==> src/rtl/fid_pkg.sv <==
`timescale 1ns/1ps
package fid_pkg;
  localparam logic [7:0] CMD_IDENT  = 8'h9F;
  localparam logic [7:0] CMD_SERIAL = 8'hC3;
  localparam int         IDENT_LEN  = 9;
  localparam int         SERIAL_LEN = 8;
  localparam int         POS_MAKER  = 6;
  localparam int         POS_DENS   = 7;
  localparam int         POS_SNFLAG = 8;
  localparam logic [7:0] MAKER_OK   = 8'hC2;
  localparam logic [7:0] DENS_LO    = 8'h21;
  localparam logic [7:0] DENS_HI    = 8'h26;

  typedef enum logic [1:0] {
    SQ_IDLE,
    SQ_XFER,
    SQ_GAP
  } seq_state_e;

  typedef enum logic {
    PH_IDENT,
    PH_SERIAL
  } phase_e;
endpackage

==> src/rtl/fid_spi_byte.sv <==
`timescale 1ns/1ps
module fid_spi_byte #(
  parameter int CLK_DIV = 2
) (
  input  logic       clk,
  input  logic       rst_n,
  input  logic       go,
  input  logic [7:0] tx_byte,
  output logic       byte_done,
  output logic [7:0] rx_byte,
  output logic       sclk,
  output logic       mosi,
  input  logic       miso
);
  localparam int DW = (CLK_DIV > 1) ? $clog2(CLK_DIV) : 1;
  localparam logic [DW-1:0] DIV_LAST = DW'(CLK_DIV - 1);

  logic          active;
  logic [DW-1:0] div_cnt;
  logic [2:0]    bit_cnt;
  logic [7:0]    sh_tx;
  logic [7:0]    sh_rx;
  logic          sclk_q;
  logic          done_q;

  always_ff @(posedge clk or negedge rst_n) begin
    if (!rst_n) begin
      active  <= 1'b0;
      div_cnt <= '0;
      bit_cnt <= '0;
      sh_tx   <= '0;
      sh_rx   <= '0;
      sclk_q  <= 1'b0;
      done_q  <= 1'b0;
    end else begin
      done_q <= 1'b0;
      if (!active) begin
        if (go) begin
          active  <= 1'b1;
          sh_tx   <= tx_byte;
          bit_cnt <= '0;
          div_cnt <= '0;
          sclk_q  <= 1'b0;
        end
      end else if (div_cnt == DIV_LAST) begin
        div_cnt <= '0;
        if (!sclk_q) begin
          sclk_q <= 1'b1;
          sh_rx  <= {sh_rx[6:0], miso};
        end else begin
          sclk_q <= 1'b0;
          if (bit_cnt == 3'd7) begin
            active <= 1'b0;
            done_q <= 1'b1;
          end else begin
            bit_cnt <= bit_cnt + 3'd1;
            sh_tx   <= {sh_tx[6:0], 1'b0};
          end
        end
      end else begin
        div_cnt <= div_cnt + DW'(1);
      end
    end
  end

  assign sclk      = sclk_q;
  assign mosi      = sh_tx[7];
  assign rx_byte   = sh_rx;
  assign byte_done = done_q;

  // mode 0 - data to the device must not move while the clock is high
  a_r2_mosi_stable_high: assert property (@(posedge clk) disable iff (!rst_n)
    sclk_q |-> $stable(mosi));
endmodule

==> src/rtl/fid_size_decode.sv <==
`timescale 1ns/1ps
module fid_size_decode
  import fid_pkg::*;
#(
  parameter int LEN_W = 20
) (
  input  logic [7:0]       maker,
  input  logic [7:0]       dens,
  output logic             ok,
  output logic [LEN_W-1:0] len,
  output logic [1:0]       addr_bytes
);
  localparam logic [LEN_W-1:0] WIDE_LIMIT = LEN_W'(65536);
  localparam logic [7:0]       BASE_SHIFT = 8'd14;

  logic [7:0] shamt;

  always_comb begin
    ok    = (maker == MAKER_OK) && (dens >= DENS_LO) && (dens <= DENS_HI);
    shamt = (dens - DENS_LO) + BASE_SHIFT;
    len   = ok ? (LEN_W'(1) << shamt) : '0;
    if (!ok)
      addr_bytes = 2'd0;
    else if (len > WIDE_LIMIT)
      addr_bytes = 2'd3;
    else
      addr_bytes = 2'd2;
  end
endmodule

==> src/rtl/fid_sequencer.sv <==
`timescale 1ns/1ps
module fid_sequencer
  import fid_pkg::*;
#(
  parameter int LEN_W   = 20,
  parameter int GAP_CYC = 8
) (
  input  logic             clk,
  input  logic             rst_n,
  input  logic             start,
  output logic             eng_go,
  output logic [7:0]       eng_tx,
  input  logic             eng_done,
  input  logic [7:0]       eng_rx,
  output logic             cs_n,
  output logic [7:0]       id_maker,
  output logic [7:0]       id_dens,
  input  logic             dec_ok,
  input  logic [LEN_W-1:0] dec_len,
  input  logic [1:0]       dec_addr,
  output logic             busy,
  output logic             done,
  output logic             fail,
  output logic [LEN_W-1:0] byte_len,
  output logic [1:0]       addr_bytes,
  output logic [8*SERIAL_LEN-1:0] serial
);
  localparam int IW = $clog2(IDENT_LEN + 1);
  localparam int GW = $clog2(GAP_CYC + 1);
  localparam logic [LEN_W-1:0] WIDE_LIMIT = LEN_W'(65536);

  seq_state_e     state;
  phase_e         phase;
  logic [IW-1:0]  byte_idx;
  logic [GW-1:0]  gap_cnt;
  logic           go_q;
  logic           cs_q;
  logic [7:0]     snflag;
  logic           done_q, fail_q;
  logic [LEN_W-1:0] len_q;
  logic [1:0]     addr_q;
  logic [8*SERIAL_LEN-1:0] ser_q;
  logic [IW-1:0]  last_idx;
  logic [IW-1:0]  rx_pos;

  assign last_idx = (phase == PH_IDENT) ? IW'(IDENT_LEN) : IW'(SERIAL_LEN);
  assign rx_pos   = byte_idx - IW'(1);

  always_ff @(posedge clk or negedge rst_n) begin
    if (!rst_n) begin
      state    <= SQ_IDLE;
      phase    <= PH_IDENT;
      byte_idx <= '0;
      gap_cnt  <= '0;
      go_q     <= 1'b0;
      cs_q     <= 1'b1;
      id_maker <= '0;
      id_dens  <= '0;
      snflag   <= '0;
      done_q   <= 1'b0;
      fail_q   <= 1'b0;
      len_q    <= '0;
      addr_q   <= '0;
      ser_q    <= '0;
    end else begin
      go_q <= 1'b0;
      unique case (state)
        SQ_IDLE: begin
          if (start) begin
            done_q   <= 1'b0;
            fail_q   <= 1'b0;
            len_q    <= '0;
            addr_q   <= '0;
            ser_q    <= '0;
            phase    <= PH_IDENT;
            byte_idx <= '0;
            cs_q     <= 1'b0;
            go_q     <= 1'b1;
            state    <= SQ_XFER;
          end
        end
        SQ_XFER: begin
          if (eng_done) begin
            if (byte_idx != '0) begin
              if (phase == PH_IDENT) begin
                if (int'(rx_pos) == POS_MAKER)  id_maker <= eng_rx;
                if (int'(rx_pos) == POS_DENS)   id_dens  <= eng_rx;
                if (int'(rx_pos) == POS_SNFLAG) snflag   <= eng_rx;
              end else begin
                ser_q[(SERIAL_LEN - 1 - int'(rx_pos)) * 8 +: 8] <= eng_rx;
              end
            end
            if (byte_idx == last_idx) begin
              cs_q    <= 1'b1;
              gap_cnt <= '0;
              state   <= SQ_GAP;
            end else begin
              byte_idx <= byte_idx + IW'(1);
              go_q     <= 1'b1;
            end
          end
        end
        SQ_GAP: begin
          gap_cnt <= gap_cnt + GW'(1);
          if (gap_cnt == GW'(GAP_CYC - 1)) begin
            state <= SQ_IDLE;
            if (phase == PH_SERIAL) begin
              done_q <= 1'b1;
            end else if (!dec_ok) begin
              fail_q <= 1'b1;
            end else begin
              len_q  <= dec_len;
              addr_q <= dec_addr;
              if (snflag != 8'h00) begin
                phase    <= PH_SERIAL;
                byte_idx <= '0;
                cs_q     <= 1'b0;
                go_q     <= 1'b1;
                state    <= SQ_XFER;
              end else begin
                done_q <= 1'b1;
              end
            end
          end
        end
        default: state <= SQ_IDLE;
      endcase
    end
  end

  assign eng_go     = go_q;
  assign eng_tx     = (byte_idx == '0) ?
                      ((phase == PH_IDENT) ? CMD_IDENT : CMD_SERIAL) : 8'h00;
  assign cs_n       = cs_q;
  assign busy       = (state != SQ_IDLE);
  assign done       = done_q;
  assign fail       = fail_q;
  assign byte_len   = len_q;
  assign addr_bytes = addr_q;
  assign serial     = ser_q;

  // the two completion flags exclude each other
  a_r11_done_fail_excl: assert property (@(posedge clk) disable iff (!rst_n)
    !(done_q && fail_q));
  // a rejected device leaves no stale results
  a_r11_fail_clears: assert property (@(posedge clk) disable iff (!rst_n)
    fail_q |-> (len_q == '0 && addr_q == 2'd0 && ser_q == '0));
  // an accepted capacity is a single power of two
  a_r5_len_pow2: assert property (@(posedge clk) disable iff (!rst_n)
    done_q |-> ($countones(len_q) == 1));
  // address width follows the 64 KiB boundary
  a_r6_addr_width: assert property (@(posedge clk) disable iff (!rst_n)
    done_q |-> ((addr_q == 2'd3) == (len_q > WIDE_LIMIT)));
  // no result flag while a probe runs
  a_r12_busy_no_flags: assert property (@(posedge clk) disable iff (!rst_n)
    (state != SQ_IDLE) |-> !(done_q || fail_q));
endmodule

==> src/rtl/fram_id_probe.sv <==
`timescale 1ns/1ps
module fram_id_probe
  import fid_pkg::*;
#(
  parameter int CLK_DIV  = 2,
  parameter int GAP_SCLK = 2,
  parameter int LEN_W    = 20
) (
  input  logic              clk,
  input  logic              rst_n,
  input  logic              start,
  output logic              busy,
  output logic              done,
  output logic              fail,
  output logic [LEN_W-1:0]  byte_len,
  output logic [1:0]        addr_bytes,
  output logic [63:0]       serial,
  output logic              spi_sclk,
  output logic              spi_cs_n,
  output logic              spi_mosi,
  input  logic              spi_miso
);
  localparam int GAP_CYC = GAP_SCLK * 2 * CLK_DIV;

  logic             eng_go, eng_done;
  logic [7:0]       eng_tx, eng_rx;
  logic [7:0]       id_maker, id_dens;
  logic             dec_ok;
  logic [LEN_W-1:0] dec_len;
  logic [1:0]       dec_addr;

  fid_spi_byte #(.CLK_DIV(CLK_DIV)) u_shift (
    .clk      (clk),
    .rst_n    (rst_n),
    .go       (eng_go),
    .tx_byte  (eng_tx),
    .byte_done(eng_done),
    .rx_byte  (eng_rx),
    .sclk     (spi_sclk),
    .mosi     (spi_mosi),
    .miso     (spi_miso)
  );

  fid_size_decode #(.LEN_W(LEN_W)) u_decode (
    .maker     (id_maker),
    .dens      (id_dens),
    .ok        (dec_ok),
    .len       (dec_len),
    .addr_bytes(dec_addr)
  );

  fid_sequencer #(.LEN_W(LEN_W), .GAP_CYC(GAP_CYC)) u_seq (
    .clk       (clk),
    .rst_n     (rst_n),
    .start     (start),
    .eng_go    (eng_go),
    .eng_tx    (eng_tx),
    .eng_done  (eng_done),
    .eng_rx    (eng_rx),
    .cs_n      (spi_cs_n),
    .id_maker  (id_maker),
    .id_dens   (id_dens),
    .dec_ok    (dec_ok),
    .dec_len   (dec_len),
    .dec_addr  (dec_addr),
    .busy      (busy),
    .done      (done),
    .fail      (fail),
    .byte_len  (byte_len),
    .addr_bytes(addr_bytes),
    .serial    (serial)
  );

  // Chip-select high time watch, used by the gap check below
  logic [15:0] hi_cnt;
  logic        seen_sel;
  always_ff @(posedge clk or negedge rst_n) begin
    if (!rst_n) begin
      hi_cnt   <= '0;
      seen_sel <= 1'b0;
    end else begin
      if (!spi_cs_n) seen_sel <= 1'b1;
      if (spi_cs_n) begin
        if (hi_cnt != 16'hFFFF) hi_cnt <= hi_cnt + 16'd1;
      end else begin
        hi_cnt <= '0;
      end
    end
  end

  // minimum deselect gap between transactions
  a_r10_cs_gap: assert property (@(posedge clk) disable iff (!rst_n)
    (!spi_cs_n && $past(spi_cs_n) && seen_sel) |-> (hi_cnt >= 16'(GAP_CYC)));
  // no clock activity while deselected
  a_r10_sclk_quiet: assert property (@(posedge clk) disable iff (!rst_n)
    spi_cs_n |-> !spi_sclk);
endmodule

==> config.mk <==
export PLATFORM = sky130hd
export DESIGN_NAME = fram_id_probe
export DESIGN_NICKNAME = d
export VERILOG_FILES = /design/src/rtl/fid_pkg.sv /design/src/rtl/fid_spi_byte.sv /design/src/rtl/fid_size_decode.sv /design/src/rtl/fid_sequencer.sv /design/src/rtl/fram_id_probe.sv
export SDC_FILE = /design/constraint.sdc
export NUM_CORES = 1
export LEC_CHECK = 0
export BUFFER_PORTS_ARGS = -buffer_cell sky130_fd_sc_hd__buf_2
export CAP_MARGIN = 5
export CORE_MARGIN = 2
export CORE_UTILIZATION = 55
export CTS_BUF_LIST = sky130_fd_sc_hd__clkbuf_4 sky130_fd_sc_hd__clkbuf_8 sky130_fd_sc_hd__clkbuf_16
export CTS_CLUSTER_SIZE = 8
export DETAILED_ROUTE_END_ITERATION = 6
export PLACE_DENSITY_LB_ADDON = 0.15
export SYNTH_ARGS = -nofsm -noshare
export SYNTH_HDL_FRONTEND = slang
export SYNTH_SLANG_ARGS = --single-unit
==> constraint.sdc <==
create_clock -name clk -period 4.54 [get_ports clk]
set_clock_uncertainty 0.2 [all_clocks]
set_input_delay 0.454 -clock clk [delete_from_list [all_inputs] [get_ports clk]]
set_output_delay 0.454 -clock clk [all_outputs]
set_load 0.1 [all_outputs]
==> results.py <==
metrics = {
    "cts": {
        "insertion_delay_ns": 0.42,
        "ctsResizeCount": 0,
        "clockBufferDepth": 2,
        "ctsRootBufferMaster": "clkbuf_16",
        "clock_sink_count": 148,
        "clk_pin_slew_ns": 0.06,
        "post_cts_buffers": 0,
        "h-tree-depth": 4,
        "cts_tree": "done",
        "cts-hold-fix-buffers": 0,
        "cts_buffers": 17,
    },
    "synth": {
        "synthAdderAreaFrac_pct": 2.90,
        "synth.top_cell.area_share_pct": 56.8,
        "synth_top_family_by_area": "compound AO/OA/AOI/OAI gates",
        "ys.flop_type": "dfrtp_1",
        "yosysMostFrequentCell": "dfrtp_1",
        "synth_compound_area_share_pct": 15.9,
        "synth_area_leaders": "dfrtp_1 (57%), a22o_1 (8.9%), mux2_2 (5.0%)",
        "syn_avg_cell_area_um2": 12.4,
        "ys_async_sr_fraction_pct": 100,
        "yosys.area_share.simple_pct": 14.4,
        "synth_top_area_cell": "dfrtp_1",
        "yosysUniqueCellTypes": 64,
        "ys_seq_elements": 148,
        "ys_seq_area_share_pct": 57.2,
        "synth_edf_count": 0,
        "synthesis.nets": 543,
        "syn_area_um2": 6470,
        "synth_mux_area_share_pct": 6.05,
        "synth_cells": 524,
        "ys_warn_count": 0,
        "synth_commonest_cells": "dfrtp_1 (147), a22o_1 (66), nand2_1 (33)",
        "synthXorXnorAreaFrac_pct": 1.08,
    },
    "route": {
        "drc": 0,
        "vias": 4570,
        "dr.pass1.iters": 4,
        "viasPerCell": 5.91,
        "drtAntennaViolNets": 0,
        "initialDrtViolationCount": 321,
        "drt-total-wl_um": 14000,
        "wl_per_cell_um": 18.1,
    },
    "global_route": {
        "grt_overflow": 0,
        "grt.total_usage_pct": 23.4,
        "grt_pass1_wl_um": 23200,
        "grt_start_max_net_pins": 121,
        "grt_pass1_vias": 4387,
        "antenna_found_initial": 0,
    },
    "sta": {
        "drv_slew": 0,
        "fmax_mhz": 234,
        "tightest_slew_ns": 1.12,
        "finalSetupViolCount": 0,
        "setup_tns_ns": 0,
        "timing.hold.ws_ns": -0.0347,
        "slew_headroom_pct": 25.0,
        "period_share_pct": 94.3,
        "rsz0062_at_grt": "false",
        "finalHoldViolations": 21,
        "period_needed_ns": 4.28,
    },
    "placed_design": {
        "io_buffers": 95,
        "dp.final_hpwl_um": 9430,
        "gp_congestion": 0.878,
    },
    "final_layout": {
        "fin_nets": 636,
        "syn2layout_area_growth_pct": 18.6,
        "drive_gt1_share_pct": 29.7,
        "utilization_pct": 67.0,
        "num_antenna_cells": 0,
        "fillers": 854,
    },
    "setup_path": {
        "reg2reg_from": "u_seq.byte_idx[0]",
        "cp_data_required_time_ns": 4.69,
        "worstSetupStartpointType": "flop",
        "worstSetupPathType": "flop to flop",
        "arrival_ns": 4.43,
        "cp-startpoint": "u_seq.byte_idx[0]",
        "crit_path_end_kind": "flop",
        "path_max_fanout": 12,
    },
    "floorplan": {
        "die_height_um": 112,
        "die_area_um2": 12700,
        "initial_core_util_pct": 56.4,
        "die_w_um": 112,
        "row_count": 39,
        "fp.coreArea_um2": 11500,
        "ioPinCount": 96,
    },
    "power": {
        "power.leakage_nw": 3.87,
        "p_total_mw": 3.25,
        "power_density_nw_per_um2": 424,
        "ir_drop_mv": 0.357,
    },
    "status": {
        "violations": "negative hold slack",
        "outcome": "complete, but fails checks",
    },
    "hold_path": {
        "holdCritPathClass": "input pin to asynchronous set/reset pin",
    },
    "flow_run": {
        "drv_cap": 0,
    },
}
==> layout by cell type (no fill, tap or decap), drive strengths merged, types with 3 or more instances in the layout <==
cell	n
a21oi	12
nor4	7
ha	15
mux2	33
nand4	8
and2	11
xnor2	3
buf	97
nand3	14
o22ai	4
clkbuf	19
nand2b	8
o21ai	16
inv	15
nor2b	7
or4	3
nand3b	4
nor3	12
or2	7
clkinv	5
dfrtp	147
bufinv	4
nor2	23
clkinvlp	4
nor3b	3
or3	4
nand2	34
o2bb2ai	11
a22o	66
xor2	5
==> through the flow <==
| step | area [um^2] | cells | worst slack (ns) | hold WS, ns |
|---|---|---|---|---|
| final | 7680 | 773 | 0.259 | -0.0347 |
| after global routing | 7680 | 773 | 0.00822 | 0.0769 |
| after CTS | 7680 | 773 | 0.316 | 0.0363 |
| after detailed placement | 7050 | 741 | 0.370 | 0.264 |
| after global placement | 7050 | 741 | 0.557 | 0.254 |
| after floorplan | 6470 | 524 | 0.756 | -0.0416 |
==> flip-flops by register name, summed over array words and instances, names as in the netlist, 2 cells and up <==
signal	flops
u_seq.serial	64
u_seq.byte_len	20
u_seq.id_dens	8
u_seq.id_maker	8
u_seq.snflag	8
u_shift.rx_byte	8
u_shift.sh_tx	8
u_seq.byte_idx	4
u_seq.gap_cnt	4
u_shift.bit_cnt	3
u_seq.addr_bytes	2
u_seq.state	2
==> power by group <==
| group | internal (mW) | leakage, nW | total (mW) | switching, mW |
|---|---|---|---|---|
| clock network | 0.937 | 0.298 | 1.47 | 0.528 |
| logic | 0.0678 | 1.59 | 0.212 | 0.144 |
| registers | 1.38 | 1.97 | 1.58 | 0.200 |
==> layer usage <==
layer	wire length (um)	track usage [%]	vias up
li1	-	-	2133
met1	6600	33.6	2286
met2	6460	34.9	130
met3	650	4.86	21
met4	305	9.84	0
met5	0	0	-
==> logic make-up (layout without fill, tap and decap cells) <==
family,count (synthesis),in the layout
adder cells (fa/ha/maj),15,15
multiplexers,35,35
AND/OR/NAND/NOR,153,153
flip-flops,148,148
buffers and inverters,38,144
XOR/XNOR,8,8
AO/OA/AOI/OAI,127,127
==> worst paths after layout <==
| kind | end | slack (ns) | cells past startpoint |
|---|---|---|---|
| max | u_seq.serial[20] | 0.26 | 11 |
| min | u_seq.serial[60] | -0.03 | 1 |
| max reg2reg | u_seq.serial[20] | 0.26 | 11 |
| min reg2reg | u_shift.bit_cnt[1] | 0.27 | 2 |
| max in group asynchronous | u_seq.cs_n | 3.16 | 2 |
| min in group clk | u_shift.rx_byte[0] | 0.07 | 2 |
==> area by class of cell <==
type | instances | area, um^2 | area share [%]
clock buffer | 19 | 447 | 5.82
clock inverter | 13 | 183 | 2.38
inverter | 15 | 56.3 | 0.733
multi-input combinational | 338 | 2610 | 34.0
sequential | 148 | 3700 | 48.3
tap | 143 | 179 | 2.33
timing repair buffer | 97 | 497 | 6.47
==> worst max-delay path, stage by stage (launching register included) <==
cell,delay (ns)
dfrtp_1,0.61
inv_1,0.16
ha_1,0.44
or2_2,0.37
or2_2,0.32
or2_2,0.28
ha_1,0.29
nor4bb_1,0.34
a22oi_1,0.22
or3_4,0.45
nor3_4,0.34
a22o_1,0.19
No activity file was read; power rests on OpenSTA's default activity.
